===== src/rtl/bytepar_pkg.sv =====
// Package: shared types and defaults for the byte-lane parity block.
// Assumes a one-bit direction indicator where 1 means write.
package bytepar_pkg;

    localparam int DEF_LANE_W = 8;
    localparam int DEF_LANES  = 4;

    typedef enum logic {
        CYC_READ  = 1'b0,
        CYC_WRITE = 1'b1
    } cyc_dir_t;

endpackage


===== src/rtl/bytepar_lane_gen.sv =====
// Module: computes even parity for each byte lane of a data word.
// Assumes the lanes are contiguous and lane 0 holds the least significant bits.
module bytepar_lane_gen #(
    parameter int LANE_W = 8,
    parameter int LANES  = 4,
    localparam int DW    = LANE_W * LANES
) (
    input  logic [DW-1:0]    data,
    output logic [LANES-1:0] parity
);

    for (genvar g = 0; g < LANES; g++) begin : g_lane
        // Reduction XOR yields the bit that makes each lane's count of ones even.
        assign parity[g] = ^data[g*LANE_W +: LANE_W];
    end

endmodule


===== src/rtl/bytepar_lane_cmp.sv =====
// Module: compares expected parity against sampled parity on the enabled lanes.
// Assumes the enables are active high; a disabled lane never reports a mismatch.
module bytepar_lane_cmp #(
    parameter int LANES = 4
) (
    input  logic [LANES-1:0] expect_par,
    input  logic [LANES-1:0] seen_par,
    input  logic [LANES-1:0] lane_en,
    output logic             any_bad
);

    logic [LANES-1:0] lane_bad;

    for (genvar g = 0; g < LANES; g++) begin : g_cmp
        // A lane is faulty only when it is enabled and its parity bit differs.
        assign lane_bad[g] = lane_en[g] & (expect_par[g] ^ seen_par[g]);
    end

    // Combine the lane results into a single error indication.
    assign any_bad = |lane_bad;

endmodule


===== src/rtl/bytepar_flag_reg.sv =====
// Module: registers the active-low check pulse for one cycle after an accepted read.
// Assumes a synchronous active-low reset; the idle level of the output is 1.
module bytepar_flag_reg (
    input  logic clk,
    input  logic rst_n,
    input  logic accept_rd,
    input  logic any_bad,
    output logic flag_n
);

    // Capture the check result of the read accepted at this edge; otherwise go idle.
    always_ff @(posedge clk) begin
        if (!rst_n) begin
            flag_n <= 1'b1;
        end else begin
            flag_n <= ~(accept_rd & any_bad);
        end
    end

endmodule


===== src/rtl/bytelane_parity.sv =====
// Module: byte-lane even parity generator and checker for a split parity bus.
// Drives parity and its output enable on writes, releases the lines on reads,
// and pulses chk_n low for one cycle after a read with a faulty enabled lane.
// Assumes bus_data carries the write data on writes and the sampled data on reads.
module bytelane_parity #(
    parameter int LANE_W = bytepar_pkg::DEF_LANE_W,
    parameter int LANES  = bytepar_pkg::DEF_LANES,
    localparam int DW    = LANE_W * LANES
) (
    input  logic             clk,
    input  logic             rst_n,
    input  logic [DW-1:0]    bus_data,
    input  logic [LANES-1:0] lane_en,
    input  logic             cyc_write,
    input  logic             cyc_ready,
    input  logic [LANES-1:0] par_in,
    output logic [LANES-1:0] par_out,
    output logic             par_oe,
    output logic             chk_n
);

    import bytepar_pkg::*;

    cyc_dir_t         dir;
    logic [LANES-1:0] gen_par;
    logic             any_bad;
    logic             accept_rd;

    // Decode the direction indicator into the cycle type.
    assign dir       = cyc_dir_t'(cyc_write);
    assign accept_rd = cyc_ready & (dir == CYC_READ);

    bytepar_lane_gen #(
        .LANE_W (LANE_W),
        .LANES  (LANES)
    ) u_gen (
        .data   (bus_data),
        .parity (gen_par)
    );

    bytepar_lane_cmp #(
        .LANES      (LANES)
    ) u_cmp (
        .expect_par (gen_par),
        .seen_par   (par_in),
        .lane_en    (lane_en),
        .any_bad    (any_bad)
    );

    bytepar_flag_reg u_flag (
        .clk       (clk),
        .rst_n     (rst_n),
        .accept_rd (accept_rd),
        .any_bad   (any_bad),
        .flag_n    (chk_n)
    );

    // Present the generated parity; enable the drivers only during writes.
    assign par_out = gen_par;
    assign par_oe  = (dir == CYC_WRITE);

endmodule


===== config.mk =====
export PLATFORM = sky130hd
export DESIGN_NAME = bytelane_parity
export DESIGN_NICKNAME = d
export VERILOG_FILES = /design/src/rtl/bytepar_pkg.sv /design/src/rtl/bytepar_lane_gen.sv /design/src/rtl/bytepar_lane_cmp.sv /design/src/rtl/bytepar_flag_reg.sv /design/src/rtl/bytelane_parity.sv
export SDC_FILE = /design/constraint.sdc
export NUM_CORES = 1
export LEC_CHECK = 0
export BUFFER_PORTS_ARGS = -buffer_cell sky130_fd_sc_hd__buf_4
export CORE_MARGIN = 3
export CORE_UTILIZATION = 25
export DETAILED_ROUTE_END_ITERATION = 12
export GPL_ROUTABILITY_DRIVEN = 0
export PLACE_DENSITY = 0.71
export SETUP_SLACK_MARGIN = 0.02
export SLEW_MARGIN = 10
export SYNTH_ARGS = -nofsm -noshare
export SYNTH_HDL_FRONTEND = slang
export SYNTH_SLANG_ARGS = --single-unit

===== constraint.sdc =====
create_clock -name clk -period 1.4 [get_ports clk]
set_input_delay 0.35 -clock clk [delete_from_list [all_inputs] [get_ports clk]]
set_output_delay 0.35 -clock clk [all_outputs]
set_load 0.03 [all_outputs]

## Yosys cells after proc, flatten, opt, wreduce, memory -nomap -nowiden

Index checks and enable logic that the tools add are counted.

| cells by class | value |
|---|---|
| bitwise operators | 12 |
| reduce and logical (&&, ||, !) cells | 5 |

Operator list:

| operator | count |
|---|---|
| $reduce_xor A8 Y1 | 4 |
| $and A1 B1 Y1 | 6 |
| $reduce_or A4 Y1 | 1 |
| $xor A1 B1 Y1 | 4 |
| $not A1 Y1 | 2 |

| word-level totals | value |
|---|---|
| bits in registers | 1 |
| input bits | 44 |
| logic and storage cells | 18 |
| output and inout bits | 6 |

## Longest topological paths before layout

Gate-level depths: netlist of run 1.

| logic depth | value |
|---|---|
| word-level depth | 6 |
| mapped depth | 5 |

## Cells and area by module

From an unflattened synthesis of run 1, not the netlist that was laid out.

| second synthesis, totals | value |
|---|---|
| cell total of the unflattened synthesis | 39 |
| area total of the unflattened synthesis | 345.3 µm² |

Modules (own cells, without submodules):

| module | seq. area each (µm²) | times used | cells each | area an instance (µm²) |
|---|---|---|---|---|
| bytepar_lane_gen | 0.0 | 1 | 28 | 245.2 |
| bytepar_lane_cmp | 0.0 | 1 | 7 | 53.8 |
| bytepar_flag_reg | 20.0 | 1 | 2 | 25.0 |
| bytelane_parity | 0.0 | 1 | 2 | 21.3 |

## Worst setup path before layout of run 1

OpenSTA, ideal clock, no wires.

| timing | value |
|---|---|
| path kind | input port to output port |
| start point | in bus_data[3] |
| end point | out par_out[0] |
| data arrival time | 1.225 ns |
| required time | 1.050 ns |
| buffers on the path | 0 |
| cell stages on the path | 3 |
| setup slack | -0.175 ns |
| path through | xor2_1 -> xnor2_1 -> xnor2_1 |

| between the ends | value |
|---|---|
| longest elaborated chain between the ends | 1 |

Ends and longest elaborated chain:

| element | line | source |
|---|---|---|
| from (decl) | bytelane_parity.sv:12 | `input logic [DW-1:0] bus_data,` |
| $reduce_xor A8 Y1 | bytepar_lane_gen.sv:14 | `assign parity[g] = ^data[g*LANE_W +: LANE_W];` |
| to (decl) | bytelane_parity.sv:17 | `output logic [LANES-1:0] par_out,` |

Every way passes these cells.

## Final worst setup path of run 1

| timing | value |
|---|---|
| start point | in bus_data[15] |
| end point | reg u_flag.flag_n |

| between the ends | value |
|---|---|
| longest elaborated chain between the ends | 6 |

Ends and longest elaborated chain:

| element | line | source |
|---|---|---|
| $reduce_xor A8 Y1 | bytepar_lane_gen.sv:14 |  |
| $xor A1 B1 Y1 | bytepar_lane_cmp.sv:16 | `assign lane_bad[g] = lane_en[g] & (expect_par[g] ^ seen_par[g]);` |
| $and A1 B1 Y1 | bytepar_lane_cmp.sv:16 |  |
| $reduce_or A4 Y1 | bytepar_lane_cmp.sv:20 | `assign any_bad = \|lane_bad;` |
| $and A1 B1 Y1 | bytepar_flag_reg.sv:16 | `flag_n <= ~(accept_rd & any_bad);` |
| $not A1 Y1 | bytepar_flag_reg.sv:16 |  |
| to (signal assigned) | bytepar_flag_reg.sv:16 |  |
| to (decl) | bytepar_flag_reg.sv:8 | `output logic flag_n` |

Every way passes these cells.
A chain may end at the register's enable or synchronous reset.

==> metrics, run 1 <==
status finished, violations left; violations in the final reports negative setup slack; Overflow after GRT 0; startpoint of the worst setup timing path bus_data[15]; highest clock rate 605.4 MHz; initial detailed-routing violation count 3; Slew Limit Fails 0; detailed-route DRC error count 0; combinational group share of total power 96.4%; CP Data Required Time 1.28 ns; post-synth top area share 51.38%; cell area after synthesis 409.1 sq um; routed wire length 1.731 mm; area growth from synthesis to final layout 203.4%; initial antenna violation count 0; total power divided by cell area 720.1 mW/mm^2; dpl cells 107; ratio of cells with drive above 1 in the final layout 86.17%; DIE AREA 0.002158 sq mm; Seq pwr share 3.6%; class of the most critical hold timing path in -> reg; worst-margin pin slew 0.2998 ns; sequential cell area fraction in the yosys report 4.893%; number of fill cells 62; number of failing setup endpoints in the final timing report 5; prevailing post-synth register cell dfxtp_1; Min Clock Period, post-route 1.652 ns; top cells by instance count after synthesis xnor2_1 (24), inv_1 (4), xor2_1 (4); count of flip-flops with a built-in enable after synthesis 0; via count of the first global-routing pass 442; number of warning messages in the yosys log 0; Int Power 0.5367 mW; routed via count divided by cell count 4.330; critical path peak fanout 2; Leak 0.6054 nW; cell area reported after detailed placement 927.1 sq um; largest register by flop count u_flag.flag_n; first-pass GRT wire length 1.752 mm; global routing usage summed across all routing layers 11.00%; most numerous cell in the Yosys netlist xnor2_1; post-layout instance area 0.001241 sq mm; Sw Ratio 39.96%; Synth area leaders xnor2_1 (51%), xor3_1 (17%), xor2_1 (8.6%), xor3_2 (6.1%), dfxtp_1 (4.9%); chip height 46.46 um; final setup margin -0.2518 ns; Final Hold Vio Count 0; mean cell area of the mapped netlist 9.515 sq um; arrival time at the worst endpoint 1.53 ns; post-route worst hold slack 0.5624 ns; worst max-slew margin expressed relative to the limit 79.87%; number of search-and-repair iterations in the first detailed-routing pass 2; fin cells 109; Clock Power Share 0%; number of nets in the layout 140; Setup CP Type in -> reg; clock-pin slew reported for the worst setup and hold paths after clock tree synthesis 0 ns; Sequential Area 20.02 sq um; detailed-route wire length per cell 15.88 um; register bit count reported by yosys 1; number of distinct library cell variants in the gate-level netlist after synthesis 11; starting density of the core 28.91%; crit path capture type register; largest voltage drop on the vdd net 0.5067 mV; biggest registers after layout u_flag.flag_n (1); sum of internal, switching and leakage power 0.8938 mW; total half-perimeter wirelength after legalization and detailed placement 1.057 mm; share of synthesized flip-flops with an asynchronous set or reset 0%; part of the cycle the worst path needs 118.0%; Worst Min Path Start cyc_write; # diodes 0; area of the multi-input gates 676.9 sq um; number of rows in the core area 13; net count after synthesis 87; number of buffers inserted by port buffering 49; launching element type of the critical path input port; reported max-cap violation count 0; setup repair after global routing missed its margin yes; placeable core area 0.001415 sq mm; utilization of the core after routing 87.71%; flip-flop count of the largest register after layout 1; Mapped Cells 43; detailed-route via count 472; Synth area leader xnor2_1; sum of negative setup slack -0.9307 ns; Die Wd 46.46 um; Psw 0.3572 mW; worst slack at placement -0.2268 ns; total of hold buffers inserted after clock tree synthesis 0; largest net degree at the start of global routing 3; number of antenna-violating nets in the routed design 0; number of top-level pins 50
## final timing paths
| kind | to | slack [ns] | depth (start not counted) |
|---|---|---|---|
| max | u_flag.flag_n | -0.25 | 6 |
| min | u_flag.flag_n | 0.56 | 3 |
## critical path, stage by stage
cell     delay (ns)
buf_4          0.11
xnor2_1        0.28
xnor2_2        0.19
xor3_2         0.31
o22ai_1        0.20
o21ai_1        0.09
## placed cells by master, fill, tap and decap left out, drive strengths merged
master  instances
o21ai           1
inv             4
xor3            4
nand2           1
buf            52
xnor2          24
nor2            1
dfxtp           1
o22ai           2
xor2            4
## power by group through the flow
| stage | logic, mW | registers (mW) | clock network, mW |
|---|---|---|---|
| global placement | 0.656 | 0.0322 | 0 |
| floorplan | 0.438 | 0.0370 | 0 |
| global route | 0.900 | 0.0322 | 0 |
| finish | 0.862 | 0.0320 | 0 |
| detailed placement | 0.661 | 0.0320 | 0 |
| CTS | 0.765 | 0.0320 | 0 |
## logic make-up (layout without fill, tap and decap cells)
family / Yosys count / in the layout / synth area share [%]
xor+xnor: 32 / 32 / 83.48
buf+inv: 5 / 56 / 5.504
compound gates: 3 / 3 / 4.280
simple gates: 2 / 2 / 1.833
flops: 1 / 1 / 4.893
## what timing repair did
| item | in CTS | in global routing |
|---|---|---|
| pin swaps | 23 | 16 |
| resized for setup | 31 | 21 |
| endpoints found under the setup margin | 5 | 5 |
| setup buffers | 0 | 2 |
## metal layers
metal	wire (um)	global-route usage (%)
met5	0	0
met4	41	0
met3	94	0
met2	1086	23.35
met1	509	12.53
## area by class of cell
type	instances	share of cell area, %
multi-input combinational	37	54.54
timing repair buffer	52	41.13
sequential	1	1.613
tap	15	1.512
inverter	4	1.210
(Power assumes the default switching activity.)
==> run 2, diff against run 1 <==
- PLACE_DENSITY: 0.71 -> 0.68
- clock period: 1.4 -> 2.1 ns (I/O delays scaled with it)
==> metrics, run 2 (synthesis results as in run 1) <==
status completed (was finished, violations left); Worst Min Path Start cyc_write (unchanged); post-layout instance area 795.8 sq um (was 0.001241 sq mm); cell area reported after detailed placement 795.8 sq um (was 927.1 sq um); ratio of cells with drive above 1 in the final layout 55.43% (was 86.17%); final setup margin 0.1506 ns (was -0.2518 ns); class of the most critical hold timing path in -> reg (unchanged); routed wire length 1.058 mm (was 1.731 mm); detailed-route wire length per cell 9.888 um (was 15.88 um); largest register by flop count u_flag.flag_n (unchanged); largest net degree at the start of global routing 3 (unchanged); launching element type of the critical path input port (unchanged); number of buffers added for setup after CTS 0 (unchanged); most frequent standard cell in the layout excluding fill and tap cells buf_4 (unchanged); number of top-level pins 50 (unchanged); number of buffers inserted by port buffering 49 (unchanged); placeable core area 0.001415 sq mm (unchanged); combinational group share of total power 94.6% (was 96.4%); Int Power 0.2331 mW (was 0.5367 mW); utilization of the core after routing 56.23% (was 87.71%); CP Data Required Time 1.57 ns (was 1.28 ns); number of fill cells 136 (was 62); total half-perimeter wirelength after legalization and detailed placement 1.049 mm (was 1.057 mm); largest voltage drop on the vdd net 0.2363 mV (was 0.5067 mV); dpl cells 107 (unchanged); number of search-and-repair iterations in the first detailed-routing pass 1 (was 2); setup repair after global routing missed its margin no (was yes); initial antenna violation count 0 (unchanged); Psw 0.1663 mW (was 0.3572 mW); # diodes 0 (unchanged); part of the cycle the worst path needs 92.83%; crit path capture type output port (was register); post-route worst hold slack 0.7336 ns (was 0.5624 ns); detailed-route DRC error count 0 (unchanged); Seq pwr share 5.4% (was 3.6%); fin cells 107 (was 109); detailed-route via count 441 (was 472); Sw Ratio 41.63% (was 39.96%); number of nets in the layout 138 (was 140); reported max-cap violation count 0 (unchanged); arrival time at the worst endpoint 1.42 ns (was 1.53 ns); starting density of the core 28.91% (unchanged); Clock Power Share 0% (about the same); number of gates given a new drive strength after cts 0 (was 31); first-pass GRT wire length 1.524 mm (was 1.752 mm); via count of the first global-routing pass 424 (was 442); area growth from synthesis to final layout 94.50% (was 203.4%); critical path peak fanout 2 (unchanged); sum of negative setup slack 0 ns (was -0.9307 ns); sum of internal, switching and leakage power 0.3994 mW (was 0.8938 mW); startpoint of the worst setup timing path bus_data[27] (was bus_data[15]); initial detailed-routing violation count 0 (was 3); worst-margin pin slew 0.3093 ns (was 0.2998 ns); highest clock rate 513.0 MHz; routed via count divided by cell count 4.121 (was 4.330); Slew Limit Fails 0 (unchanged); worst max-slew margin expressed relative to the limit 79.23% (was 79.87%); flip-flop count of the largest register after layout 1 (unchanged); Setup CP Type in -> out (was in -> reg); number of failing setup endpoints in the final timing report 0 (was 5); commonest non-fill, non-tap cells in the layout buf_4 (50), xnor2_1 (24), xor2_1 (4), inv_1 (4), xor3_1 (3) (was buf_4 (25), buf_6 (22), xnor2_2 (15)); total power divided by cell area 501.9 mW/mm^2 (was 720.1 mW/mm^2); clock-pin slew reported for the worst setup and hold paths after clock tree synthesis 0 ns (about the same); Final Hold Vio Count 0 (unchanged); Min Clock Period, post-route 1.949 ns; Die Wd 46.46 um (unchanged); Overflow after GRT 0 (unchanged); number of rows in the core area 13 (unchanged); biggest registers after layout u_flag.flag_n (1) (unchanged); worst slack at placement 0.1329 ns (was -0.2268 ns); DIE AREA 0.002158 sq mm (unchanged); global routing usage summed across all routing layers 9.335% (was 11.00%); number of antenna-violating nets in the routed design 0 (unchanged); Leak 0.4046 nW (was 0.6054 nW); total of hold buffers inserted after clock tree synthesis 0 (unchanged); chip height 46.46 um (unchanged)
-- run 2: changes by cell type in the layout (fill, tap and decap cells not counted), moves of 3 or more --
cell	before	now
buf_4	25	50
xnor2_1	1	24
buf_6	22	0
xnor2_2	15	0
xnor2_4	8	0
buf_8	5	0
xor2_1	0	4
xor2_2	3	0
-- run 2: per-layer routing --
layer | vias up | global-route usage, % | part of all wire [%]
li1 | 231 | - | -
met1 | 183 | 9.931 | 28
met2 | 27 | 19.78 | 58
met3 | 0 | 1.172 | 13
met4 | 0 | 0 | 0
met5 | - | 0 | 0
-- run 2: layout make-up --
type	count	area, sq um	area share, %
inverter	4	15.01	1.887
timing repair buffer	50	375.4	47.17
sequential	1	20.02	2.516
multi-input combinational	37	366.6	46.07
tap	15	18.77	2.358
-- run 2: worst paths after layout --
kind,slack (ns),depth (start not counted),endpoint
setup / recovery,0.15,5,par_out[3]
hold / removal,0.73,3,u_flag.flag_n
-- run 2: worst max-delay path, stage by stage --
cell,delay [ns]
buf_4,0.11
xor2_1,0.16
xnor2_1,0.30
xnor2_1,0.16
buf_4,0.18
-- run 2: power groups by stage --
stage | clock network, mW | registers, mW | logic, mW
after floorplan | 0 | 0.0247 | 0.239
after global placement | 0 | 0.0213 | 0.379
after detailed placement | 0 | 0.0215 | 0.383
after CTS | 0 | 0.0215 | 0.384
after global routing | 0 | 0.0215 | 0.401
final | 0 | 0.0214 | 0.378
==> run 3, diff against run 2 <==
- REMOVE_ABC_BUFFERS: default -> 1
==> metrics, run 3 (synthesis results as in run 1) <==
largest voltage drop on the vdd net 0.2828 mV (was 0.2363 mV); launching element type of the critical path input port (unchanged); number of gates given a new drive strength after cts 0 (unchanged); Slew Limit Fails 0 (unchanged); routed wire length 1.071 mm (was 1.058 mm); largest net degree at the start of global routing 3 (unchanged); number of buffers inserted by port buffering 49 (unchanged); worst-path cell with the longest stage delay xnor2_1 (unchanged); most frequent standard cell in the layout excluding fill and tap cells buf_4 (unchanged); reported max-cap violation count 0 (unchanged); starting density of the core 28.91% (unchanged); status completed (unchanged); dpl cells 106 (was 107); placeable core area 0.001415 sq mm (unchanged); Min Clock Period, post-route 1.948 ns (was 1.949 ns); Setup CP Type in -> out (unchanged); # diodes 0 (unchanged); Overflow after GRT 0 (unchanged); initial antenna violation count 0 (unchanged); Die Wd 46.46 um (unchanged); number of antenna-violating nets in the routed design 0 (unchanged); worst-margin pin slew 0.3082 ns (was 0.3093 ns); sum of negative setup slack 0 ns (unchanged); clock-pin slew reported for the worst setup and hold paths after clock tree synthesis 0 ns (about the same); detailed-route via count 437 (was 441); CP Data Required Time 1.57 ns (about the same); biggest registers after layout u_flag.flag_n (1) (unchanged); flip-flop count of the largest register after layout 1 (unchanged); highest clock rate 513.4 MHz (was 513.0 MHz); setup repair after global routing missed its margin no (unchanged); commonest non-fill, non-tap cells in the layout buf_4 (49), xnor2_1 (24), xor2_1 (4), inv_1 (4), xor3_1 (3) (was buf_4 (50), xnor2_1 (24), xor2_1 (4), inv_1 (4), xor3_1 (3)); area growth from synthesis to final layout 92.66% (was 94.50%); worst slack at placement 0.1371 ns (was 0.1329 ns); largest register by flop count u_flag.flag_n (unchanged); critical path peak fanout 2 (unchanged); arrival time at the worst endpoint 1.42 ns (about the same); ratio of cells with drive above 1 in the final layout 54.95% (was 55.43%); global routing usage summed across all routing layers 10.21% (was 9.335%); Sequential Area 20.02 sq um (unchanged); initial detailed-routing violation count 2 (was 0); Leak 0.3998 nW (was 0.4046 nW); number of rows in the core area 13 (unchanged); worst max-slew margin expressed relative to the limit 79.30% (was 79.23%); startpoint of the worst setup timing path bus_data[19] (was bus_data[27]); DIE AREA 0.002158 sq mm (unchanged); detailed-route DRC error count 0 (unchanged); total half-perimeter wirelength after legalization and detailed placement 1.052 mm (was 1.049 mm); Critical Path Max Stage Delay 0.29 ns (was 0.30 ns); number of top-level pins 50 (unchanged); number of buffers added for setup after CTS 0 (unchanged); number of failing setup endpoints in the final timing report 0 (unchanged); Cell Chain, Critical Path buf_4, xor2_1, xnor2_1, xnor2_1, buf_4 (unchanged); crit path capture type output port (unchanged); sum of internal, switching and leakage power 0.3952 mW (was 0.3994 mW); total of hold buffers inserted after clock tree synthesis 0 (unchanged); number of nets in the layout 137 (was 138); Final Hold Vio Count 0 (unchanged); class of the most critical hold timing path in -> reg (unchanged); via count of the first global-routing pass 432 (was 424); detailed-route wire length per cell 10.10 um (was 9.888 um); total power divided by cell area 501.4 mW/mm^2 (was 501.9 mW/mm^2); number of fill cells 137 (was 136); first-pass GRT wire length 1.669 mm (was 1.524 mm); chip height 46.46 um (unchanged); part of the cycle the worst path needs 92.76% (was 92.83%); fin cells 106 (was 107); area of the multi-input gates 366.6 sq um (unchanged); final setup margin 0.1521 ns (was 0.1506 ns); routed via count divided by cell count 4.123 (was 4.121); Worst Min Path Start cyc_write (unchanged); number of search-and-repair iterations in the first detailed-routing pass 2 (was 1)
run 3: cell count changes in the layout (fill, tap and decap cells not counted):
cell / delta
buf_4: -1
run 3: routing by layer:
metal / global-route usage [%] / up-vias / wire, um
met1: 10.88 / 184 / 324
met4: 0 / 0 / 0
met5: 0 / - / 0
met2: 21.43 / 24 / 619
li1: - / 229 / -
met3: 1.563 / 0 / 127
run 3: stage by stage:
stage          cell area, sq um  hold slack [ns]  util, %
6_report                  788.3           0.7332    55.70
5_1_grt                   788.3           0.7480    55.70
4_1_cts                   788.3           0.7368    55.70
3_5_place_dp              788.3           0.7372    55.70
3_3_place_gp              788.3           0.7361    55.70
2_1_floorplan             401.6           0.6323        -
run 3: final timing paths:
| path | slack, ns | to | cells after the start |
|---|---|---|---|
| max | 0.15 | par_out[2] | 5 |
| min | 0.73 | u_flag.flag_n | 3 |
run 3: layout make-up:
type,count,share of cell area [%]
inverters,4,1.905
multi-input cells,37,46.51
flip-flops and latches,1,2.540
well taps,15,2.381
repair buffers,49,46.67
run 3: critical path, delay by kind of cell:
kind | cells | cell delay, ns
xor+xnor | 3 | 0.60
buf+inv | 2 | 0.29
run 3: where the power goes:
group | internal (mW) | switching [mW]
logic | 0.208 | 0.166
clock network | 0 | 0
registers | 0.0210 | 0.000327
total | 0.229 | 0.167
